### src/rtl/scr_pkg.sv
package scr_pkg;

   // true when a measured count lies inside nominal +/- tolerance
   function automatic logic scr_in_window(input int meas, input int nom, input int tol);
      return (meas >= nom - tol) && (meas <= nom + tol);
   endfunction

   // counter width able to hold 0..maxval
   function automatic int scr_width(input int maxval);
      return (maxval < 2) ? 1 : $clog2(maxval + 1);
   endfunction

endpackage

### src/rtl/scr_sync.sv
module scr_sync #(
   parameter int STAGES = 2
) (
   input  logic clk,
   input  logic rst,
   input  logic din,
   output logic dout
);
   if (STAGES < 2) begin : g_bad_stages
      $error("scr_sync: STAGES must be at least 2");
   end

   logic [STAGES-1:0] chain;

   always_ff @(posedge clk) begin
      if (rst) chain <= '0;
      else     chain <= {chain[STAGES-2:0], din};
   end

   assign dout = chain[STAGES-1];
endmodule

### src/rtl/scr_debounce.sv
module scr_debounce #(
   parameter int HOLD = 4
) (
   input  logic clk,
   input  logic rst,
   input  logic din,
   output logic level,
   output logic rise,
   output logic edge_p,
   output logic glitch
);
   import scr_pkg::*;

   localparam int CW = scr_width(HOLD);

   if (HOLD < 1) begin : g_bad_hold
      $error("scr_debounce: HOLD must be at least 1");
   end

   logic [CW-1:0] run_cnt;

   always_ff @(posedge clk) begin
      if (rst) begin
         level   <= 1'b0;
         run_cnt <= '0;
         rise    <= 1'b0;
         edge_p  <= 1'b0;
         glitch  <= 1'b0;
      end else begin
         rise   <= 1'b0;
         edge_p <= 1'b0;
         glitch <= 1'b0;
         if (din != level) begin
            if (run_cnt == CW'(HOLD - 1)) begin
               level   <= din;
               run_cnt <= '0;
               edge_p  <= 1'b1;
               rise    <= din;
            end else begin
               run_cnt <= run_cnt + 1'b1;
            end
         end else begin
            if (run_cnt != '0) glitch <= 1'b1;
            run_cnt <= '0;
         end
      end
   end

   AST_GLITCH_NOT_EDGE: assert property (@(posedge clk) disable iff (rst)
      !(glitch && edge_p));

   AST_GLITCH_ONE_CYCLE: assert property (@(posedge clk) disable iff (rst)
      glitch |=> !glitch);

   AST_ACCEPT_AFTER_HOLD: assert property (@(posedge clk) disable iff (rst)
      (level != $past(level)) |-> ($past(din) == level));

   if (HOLD >= 2) begin : g_hold_chk
      AST_ACCEPT_HELD_TWO: assert property (@(posedge clk) disable iff (rst)
         $past(level != $past(level)) |-> ($past(din, 2) == $past(level)));
   end
endmodule

### src/rtl/scr_period_mon.sv
module scr_period_mon #(
   parameter int PERIOD_CYC   = 50,
   parameter int TOL_CYC      = 2,
   parameter int LOCK_PERIODS = 2
) (
   input  logic clk,
   input  logic rst,
   input  logic rise,
   input  logic edge_p,
   output logic locked,
   output logic stalled
);
   import scr_pkg::*;

   localparam int TIMEOUT_CYC = PERIOD_CYC + PERIOD_CYC / 2;
   localparam int CW          = scr_width(TIMEOUT_CYC);
   localparam int GW          = scr_width(LOCK_PERIODS);

   if (LOCK_PERIODS < 1 || TOL_CYC < 0) begin : g_bad_lock
      $error("scr_period_mon: bad lock parameters");
   end

   logic [CW-1:0] per_cnt, idle_cnt, idle_nxt;
   logic [GW-1:0] good_cnt;
   logic          meas_ok;

   always_comb begin
      if (edge_p)                          idle_nxt = '0;
      else if (idle_cnt != CW'(TIMEOUT_CYC)) idle_nxt = idle_cnt + 1'b1;
      else                                 idle_nxt = idle_cnt;
      meas_ok = scr_in_window(int'(per_cnt) + 1, PERIOD_CYC, TOL_CYC);
   end

   always_ff @(posedge clk) begin
      if (rst) begin
         per_cnt  <= CW'(TIMEOUT_CYC);
         idle_cnt <= CW'(TIMEOUT_CYC);
         stalled  <= 1'b1;
         good_cnt <= '0;
         locked   <= 1'b0;
      end else begin
         idle_cnt <= idle_nxt;
         stalled  <= (idle_nxt == CW'(TIMEOUT_CYC));
         if (rise)                              per_cnt <= '0;
         else if (per_cnt != CW'(TIMEOUT_CYC))  per_cnt <= per_cnt + 1'b1;

         if (idle_nxt == CW'(TIMEOUT_CYC)) begin
            good_cnt <= '0;
            locked   <= 1'b0;
            per_cnt  <= CW'(TIMEOUT_CYC);
         end else if (rise) begin
            if (meas_ok) begin
               if (good_cnt != GW'(LOCK_PERIODS)) good_cnt <= good_cnt + 1'b1;
               locked <= (int'(good_cnt) + 1 >= LOCK_PERIODS);
            end else begin
               good_cnt <= '0;
               locked   <= 1'b0;
            end
         end
      end
   end

   AST_LOCK_AT_RISE: assert property (@(posedge clk) disable iff (rst)
      $rose(locked) |-> $past(rise));

   AST_STALL_UNLOCKED: assert property (@(posedge clk) disable iff (rst)
      stalled |-> !locked);
endmodule

### src/rtl/scr_delay_line.sv
module scr_delay_line #(
   parameter int DEPTH = 44
) (
   input  logic clk,
   input  logic rst,
   input  logic din,
   output logic dout
);
   if (DEPTH < 0) begin : g_bad_depth
      $error("scr_delay_line: no room left for the delay line");
   end else if (DEPTH == 0) begin : g_pass
      assign dout = din;
   end else if (DEPTH == 1) begin : g_one
      always_ff @(posedge clk) begin
         if (rst) dout <= 1'b0;
         else     dout <= din;
      end
   end else begin : g_shift
      logic [DEPTH-1:0] taps;
      always_ff @(posedge clk) begin
         if (rst) taps <= '0;
         else     taps <= {taps[DEPTH-2:0], din};
      end
      assign dout = taps[DEPTH-1];
   end
endmodule

### src/rtl/slowclk_regen.sv
module slowclk_regen #(
   parameter int PERIOD_CYC   = 50,
   parameter int SYNC_STAGES  = 2,
   parameter int HOLD_SAMPLES = 4,
   parameter int TOL_CYC      = 2,
   parameter int LOCK_PERIODS = 2
) (
   input  logic clk_fast,
   input  logic rst,
   input  logic clk_raw,
   output logic clk_clean,
   output logic locked,
   output logic glitch_seen
);
   // latency budget: SYNC + HOLD - 1 to accept, DELAY stages, 1 output flop
   localparam int DELAY_STAGES = PERIOD_CYC - SYNC_STAGES - HOLD_SAMPLES;

   if (DELAY_STAGES < 0) begin : g_bad_budget
      $error("slowclk_regen: filter latency exceeds one period");
   end

   logic raw_sync, level, rise, edge_p, stalled, delayed;

   scr_sync #(.STAGES(SYNC_STAGES)) u_sync (
      .clk(clk_fast), .rst(rst), .din(clk_raw), .dout(raw_sync));

   scr_debounce #(.HOLD(HOLD_SAMPLES)) u_filt (
      .clk(clk_fast), .rst(rst), .din(raw_sync), .level(level),
      .rise(rise), .edge_p(edge_p), .glitch(glitch_seen));

   scr_period_mon #(.PERIOD_CYC(PERIOD_CYC), .TOL_CYC(TOL_CYC),
                    .LOCK_PERIODS(LOCK_PERIODS)) u_mon (
      .clk(clk_fast), .rst(rst), .rise(rise), .edge_p(edge_p),
      .locked(locked), .stalled(stalled));

   scr_delay_line #(.DEPTH(DELAY_STAGES)) u_dly (
      .clk(clk_fast), .rst(rst), .din(level), .dout(delayed));

   always_ff @(posedge clk_fast) begin
      if (rst) clk_clean <= 1'b0;
      else     clk_clean <= delayed & ~stalled;
   end

   AST_STALL_CLAMP: assert property (@(posedge clk_fast) disable iff (rst)
      stalled |=> !clk_clean);

   AST_GLITCH_QUIET_OUT: assert property (@(posedge clk_fast) disable iff (rst)
      glitch_seen |-> !edge_p);
endmodule

### config.mk
export PLATFORM = sky130hd
export DESIGN_NAME = slowclk_regen
export DESIGN_NICKNAME = d
export VERILOG_FILES = /design/src/rtl/scr_pkg.sv /design/src/rtl/scr_sync.sv /design/src/rtl/scr_debounce.sv /design/src/rtl/scr_period_mon.sv /design/src/rtl/scr_delay_line.sv /design/src/rtl/slowclk_regen.sv
export SDC_FILE = /design/constraint.sdc
export NUM_CORES = 1
export LEC_CHECK = 0
export ABC_AREA = 1
export ABC_CLOCK_PERIOD_IN_PS = 2000
export BUFFER_PORTS_ARGS = -buffer_cell sky130_fd_sc_hd__buf_2
export CORE_MARGIN = 5
export CORE_UTILIZATION = 45
export DETAILED_ROUTE_END_ITERATION = 16
export GPL_TIMING_DRIVEN = 0
export SLEW_MARGIN = 20
export SYNTH_ARGS = -nofsm -noshare
export SYNTH_HDL_FRONTEND = slang
export SYNTH_SLANG_ARGS = --single-unit
### constraint.sdc
create_clock -name clk_fast -period 2 [get_ports clk_fast]
set_input_delay 0.4 -clock clk_fast [delete_from_list [all_inputs] [get_ports clk_fast]]
set_output_delay 0.4 -clock clk_fast [all_outputs]
set_load 0.005 [all_outputs]
# ---- Word level (Yosys, flattened, before mapping)
# Cells that the tools add are included.
dict set report totals {
  ff_bits 72
  in_bits 3
  output_inout_bits 3
  word_cells 54
}
dict set report classes {
  add_sub_neg 6
  magnitude_cmp 3
  n_eq_ne 7
  muxes 9
  bitwise_logic 4
  reduce_logical 11
}
# cell n
set ops {}
lappend ops {{$ge 32x3->1 const B} 1}
lappend ops {{$ge 32x7->1 const B} 1}
lappend ops {{$le 32x7->1 const B} 1}
lappend ops {{$mux 7} 4}
lappend ops {{$add 7x1->7 const B} 2}
lappend ops {{$ne 7x7->1 const B} 2}
lappend ops {{$reduce_or 3->1} 3}
lappend ops {{$add 7x1->8 const B} 1}
lappend ops {{$eq 7x7->1 const B} 1}
lappend ops {{$reduce_or 2->1} 3}
lappend ops {{$mux 2} 2}
lappend ops {{$ne 2x2->1 const B} 2}
lappend ops {{$reduce_and 2->1} 2}
lappend ops {{$add 2x1->3 const B} 1}
lappend ops {{$add 3x1->3 const B} 1}
lappend ops {{$eq 3x2->1 const B} 1}
lappend ops {{$mux 1} 3}
lappend ops {{$not 1->1} 3}
lappend ops {{$reduce_bool 3->1} 1}
lappend ops {{$add 2x1->2 const B} 1}
lappend ops {{$reduce_bool 2->1} 1}
lappend ops {{$and 1x1->1} 1}
lappend ops {{$logic_and 1x1->1} 1}
lappend ops {{$ne 1x1->1} 1}

# ---- Depth between registers and ports, before layout
dict set report logic_depth {
  word_depth 5
  mapped_depth 12
  mapped_depth_nobuf 12
}

# ---- Cells and area by module
# A second synthesis with hierarchy kept.
dict set report hier_totals {
  cells_unflattened 333
  area_unflattened_um2 2672.6
}
# module instances cells_each area_per_inst_um2 seq_area_each_um2
set modules_own_cells {}
lappend modules_own_cells {scr_delay_line 1 137 1267.5 880.8}
lappend modules_own_cells {scr_period_mon 1 153 1033.5 360.3}
lappend modules_own_cells {scr_debounce 1 33 282.8 140.1}
lappend modules_own_cells {scr_sync 1 6 55.1 40.0}
lappend modules_own_cells {slowclk_regen 1 4 33.8 20.0}

# ---- Worst setup path before layout
# No wires, ideal clock.
dict set report synth_timing {
  path_kind {register -> register}
  from {register u_mon.per_cnt[0]}
  to {register u_mon.good_cnt[1]}
  setup_time_ps 70
  arrival_ps 1347
  t_required_ps 1930
  path_slack_ps 583
  path_stages_with_launch 10
  path_buffers 0
  synth_period_minus_slack_ps 1417
  cell_sequence {dfxtp_1 ha_1 nand3_1 nand2_1 nand2_1 nor2_1 nand2_1 nor2_2 nand4_1 a21oi_1}
}
dict set report synth_via {
  elab_chain_cells 5
  word_cells_on_any_way 7
  classes_between {add/sub: 1; order compare: 2; eq/ne: 1; mux: 1; reduce/logical: 2}
}
# item line_no
set synth_rtl {}
lappend synth_rtl {{from (decl)} scr_period_mon.sv:23} ;# logic [CW-1:0] per_cnt, idle_cnt, idle_nxt;
lappend synth_rtl {{from (signal assigned)} scr_period_mon.sv:36} ;# per_cnt <= CW'(TIMEOUT_CYC);
lappend synth_rtl {{from (signal assigned)} scr_period_mon.sv:45} ;# else if (per_cnt != CW'(TIMEOUT_CYC)) per_cnt <= per_cnt + 1'b1;
lappend synth_rtl {{from (signal assigned)} scr_period_mon.sv:50} ;# per_cnt <= CW'(TIMEOUT_CYC);
lappend synth_rtl {{$add 7x1->8 *} scr_period_mon.sv:31} ;# meas_ok = scr_in_window(int'(per_cnt) + 1, PERIOD_CYC, TOL_CYC);
lappend synth_rtl {{$ge 32x7->1 / $le 32x7->1 (equally long branches)} scr_pkg.sv:5} ;# return (meas >= nom - tol) && (meas <= nom + tol);
lappend synth_rtl {{$logic_and 1x1->1 *} scr_pkg.sv:5}
lappend synth_rtl {{$ne 2x2->1 (no source line)} n/a}
lappend synth_rtl {{$reduce_and 2->1 (no source line)} n/a}
lappend synth_rtl {{to (signal assigned)} scr_period_mon.sv:53} ;# if (good_cnt != GW'(LOCK_PERIODS)) good_cnt <= good_cnt + 1'b1;
lappend synth_rtl {{to (decl)} scr_period_mon.sv:24} ;# logic [GW-1:0] good_cnt;
# Mark *: on every way between the ends. The rest lies on a longest branch, timed or not.
# A chain may end at the register's enable or synchronous reset.

# ---- Final worst setup path
dict set report layout_timing {
  from {register u_mon.per_cnt[0]}
  to {register u_mon.per_cnt[1]}
}
dict set report layout_via {
  elab_chain_cells 3
  word_cells_on_any_way 5
  classes_between {add/sub: 1; eq/ne: 1; mux: 2; reduce/logical: 1}
}
# item line_no
set layout_rtl {}
lappend layout_rtl {{$add 7x1->7} scr_period_mon.sv:45}
lappend layout_rtl {{$mux 7} scr_period_mon.sv:45}
lappend layout_rtl {{$mux 7} scr_period_mon.sv:44} ;# if (rise) per_cnt <= '0;
# Parallel ways exist; a longest one is shown, timed or not. The select of a mux whose other input is x is not followed.

==> impl_metrics.json <==
{
  "place.gp.congestion": 0.779,
  "dp.cells": 422,
  "core-area_um2": 5850,
  "vias": 1895,
  "drv_slew": 0,
  "cts_root_buf": "clkbuf_8",
  "fp.dieW_um": 87.0,
  "ys_types": 25,
  "vias_per_cell": 4.33,
  "postCtsSetupBuffers": 0,
  "cts_buffers": 9,
  "cts_buffer_depth": 2,
  "netlist_instances": 343,
  "p_leak_uw": 0.00131,
  "critPathMaxFanout": 6,
  "power_density_nw_per_um2": 1230,
  "cts.repair.resized": 0,
  "die_area_um2": 7570,
  "antenna_found_initial": 0,
  "drt_iter0_drc": 72,
  "pin_count": 6,
  "fin_crit_ps": 1720,
  "hold_buffers": 0,
  "fin_cells": 438,
  "ant_nets": 0,
  "synth_area_leaders": "dfxtp_1, inv_1, nor2_1",
  "hp-class": "input pin to register",
  "avgRoutedWirePerCell_um": 9.39,
  "setup_viol": 0,
  "avgSynthCellArea_um2": 7.78,
  "grt_pass1_wl_mm": 7.26,
  "clk_pin_slew_ps": 80,
  "stdcell_area_um2": 3030,
  "ys_seq_area_share_pct": 54.0,
  "cts_max_level": 3,
  "maxCapViolCount": 0,
  "num_rows": 28,
  "max_freq_mhz": 582,
  "grt_max_degree": 13,
  "finalHoldViolCount": 0,
  "io_buffers": 4,
  "area_growth_pct": 13.5,
  "grt_pass1_vias": 1725,
  "antennaDiodeCount": 0,
  "ys_ff_latch": 72,
  "die_h_um": 87.0,
  "outcome": "completed",
  "reg2reg_setup_slack_ps": 280,
  "tightestPinTransition_ps": 449,
  "cp_data_arrival_time_ps": 1920,
  "initial_core_util_pct": 45.6,
  "cp.required_ps": 2210,
  "yosys.area.top_type": "dfxtp_1",
  "drive_gt1_share_pct": 8.82,
  "firstDrtPassIters": 4,
  "cts_tree": "built",
  "drt_wl_total_mm": 4.11,
  "synthesis.area_um2": 2670,
  "hpwlAfterDp_mm": 2.89,
  "finalSetupTns_ps": 0,
  "overflow": 0,
  "worstSkewPairLatency_ps": 330,
  "relSlewSlack_pct": 70.1,
  "clock-sinks": 72,
  "peakVddDrop_v": 0.000647,
  "drc": 0,
  "utilization_pct": 51.7,
  "grt_setup_unrepaired": "no",
  "groute.usage.overall_pct": 12.3,
  "fin_crit_sh_pct": 85.9,
  "yosysTopAreaCellShare_pct": 54.0,
  "dpl_cell_area_um2": 2780,
  "crit_path_end_kind": "register",
  "cp-start-kind": "register",
  "critPathKind": "register to register",
  "syn_nets": 354,
  "yosys_warnings": 0,
  "finalNetCount": 369,
  "finalClockSkew_ps": 9.33
}
## worst max-delay path, cell delays in order, from the launching register on
cell     delay (ps)
dfxtp_1         440
ha_1            290
nand4_1         120
nor3_1          360
nor2_1          200
nand2_1         100
nand4_1          90
## per-layer routing
layer,GRT usage (%),vias up,routed length [µm]
met3,2.84,7,85
met5,0,-,0
met4,7.65,0,80
met2,19.4,12,1830
met1,14.9,828,2120
li1,-,1048,-
## final cells by class
type	instances	area [µm²]
timing repair buffer	4	20.0
inverter	79	297
buffer	7	31.3
tap	75	93.8
multi-input combinational	185	898
clock inverter	5	104
fill	562	2820
clock buffer	11	141
sequential	72	1440
## worst paths after layout
kind	from	end	depth (start not counted)
worst max-delay path	u_mon.per_cnt[0]	u_mon.per_cnt[1]	6
worst min-delay path	clk_raw	u_sync.chain[0]	3
worst max register to register	u_mon.per_cnt[0]	u_mon.per_cnt[1]	6
worst min register to register	u_dly.g_shift.taps[36]	u_dly.g_shift.taps[37]	2
## registers in the layout, indices dropped and copies added (netlist names)
signal and count:
u_dly.g_shift.taps 44, u_mon.idle_cnt 7, u_mon.per_cnt 7, u_filt.run_cnt 3, u_mon.good_cnt 2, u_sync.chain 2
clk_clean 1, u_filt.edge_p 1, u_filt.glitch 1, u_filt.level 1, u_filt.rise 1, u_mon.locked 1
u_mon.stalled 1
## cells by family (layout without fill, tap and decap cells)
group	count (synthesis)	count (layout)	synth area share, %
AOI/OAI and AO/OA	14	14	3.10
buffers and inverters	86	106	12.3
and+or+nand+nor	161	161	26.2
adders and majority gates	8	8	3.75
xor gates and xnor gates	2	2	0.657
DFF	72	72	54.0
## synthesized netlist by cell type (all sizes together)
cell and n:
a211oi 1, a21oi 3, buf 3, clkbuf 4
clkinv 2, dfxtp 72, ha 8, inv 77
nand2 52, nand3 23, nand4 10, nor2 74
nor3 2, o21ai 6, o21bai 4, xnor2 1
xor2 1
## layout by cell type (no fill, tap or decap)
| cell type | Yosys | routed |
|---|---|---|
| clkbuf_8 | 0 | 10 |
| a211oi_1 | 1 | 1 |
| buf_4 | 1 | 1 |
| nand2_1 | 49 | 49 |
| clkbuf_1 | 4 | 5 |
| xor2_1 | 1 | 1 |
| buf_1 | 1 | 1 |
| inv_2 | 1 | 1 |
| nor2_1 | 70 | 70 |
| nor3_1 | 2 | 2 |
| o21bai_1 | 4 | 4 |
| o21ai_1 | 1 | 1 |
| dfxtp_1 | 72 | 72 |
| a21oi_1 | 3 | 3 |
| buf_2 | 1 | 5 |
| clkinv_2 | 0 | 1 |
| nand2_2 | 2 | 2 |
| nor2_2 | 4 | 4 |
| inv_1 | 76 | 76 |
| clkinv_4 | 0 | 1 |
| ha_1 | 8 | 8 |
| nand4_1 | 10 | 10 |
| clkinv_1 | 2 | 2 |
| nand3_1 | 20 | 20 |
| xnor2_1 | 1 | 1 |
| o21ai_0 | 5 | 5 |
| nand2_4 | 1 | 1 |
| nand3_2 | 3 | 3 |
| bufinv_16 | 0 | 3 |
## stage by stage
step	hold slack, ps	power, µW	setup WS, ps
after floorplan	367	2230	583
after CTS	248	3770	271
final	265	3730	283
after global placement	382	2380	297
after global routing	259	3960	97.0
after detailed placement	389	2390	285
## power by group
group          internal [µW]  switching, µW
Clock                    863            505
Combinational            262            494
Sequential              1520           84.7
Note: power is estimated with default switching activity, not from simulation.
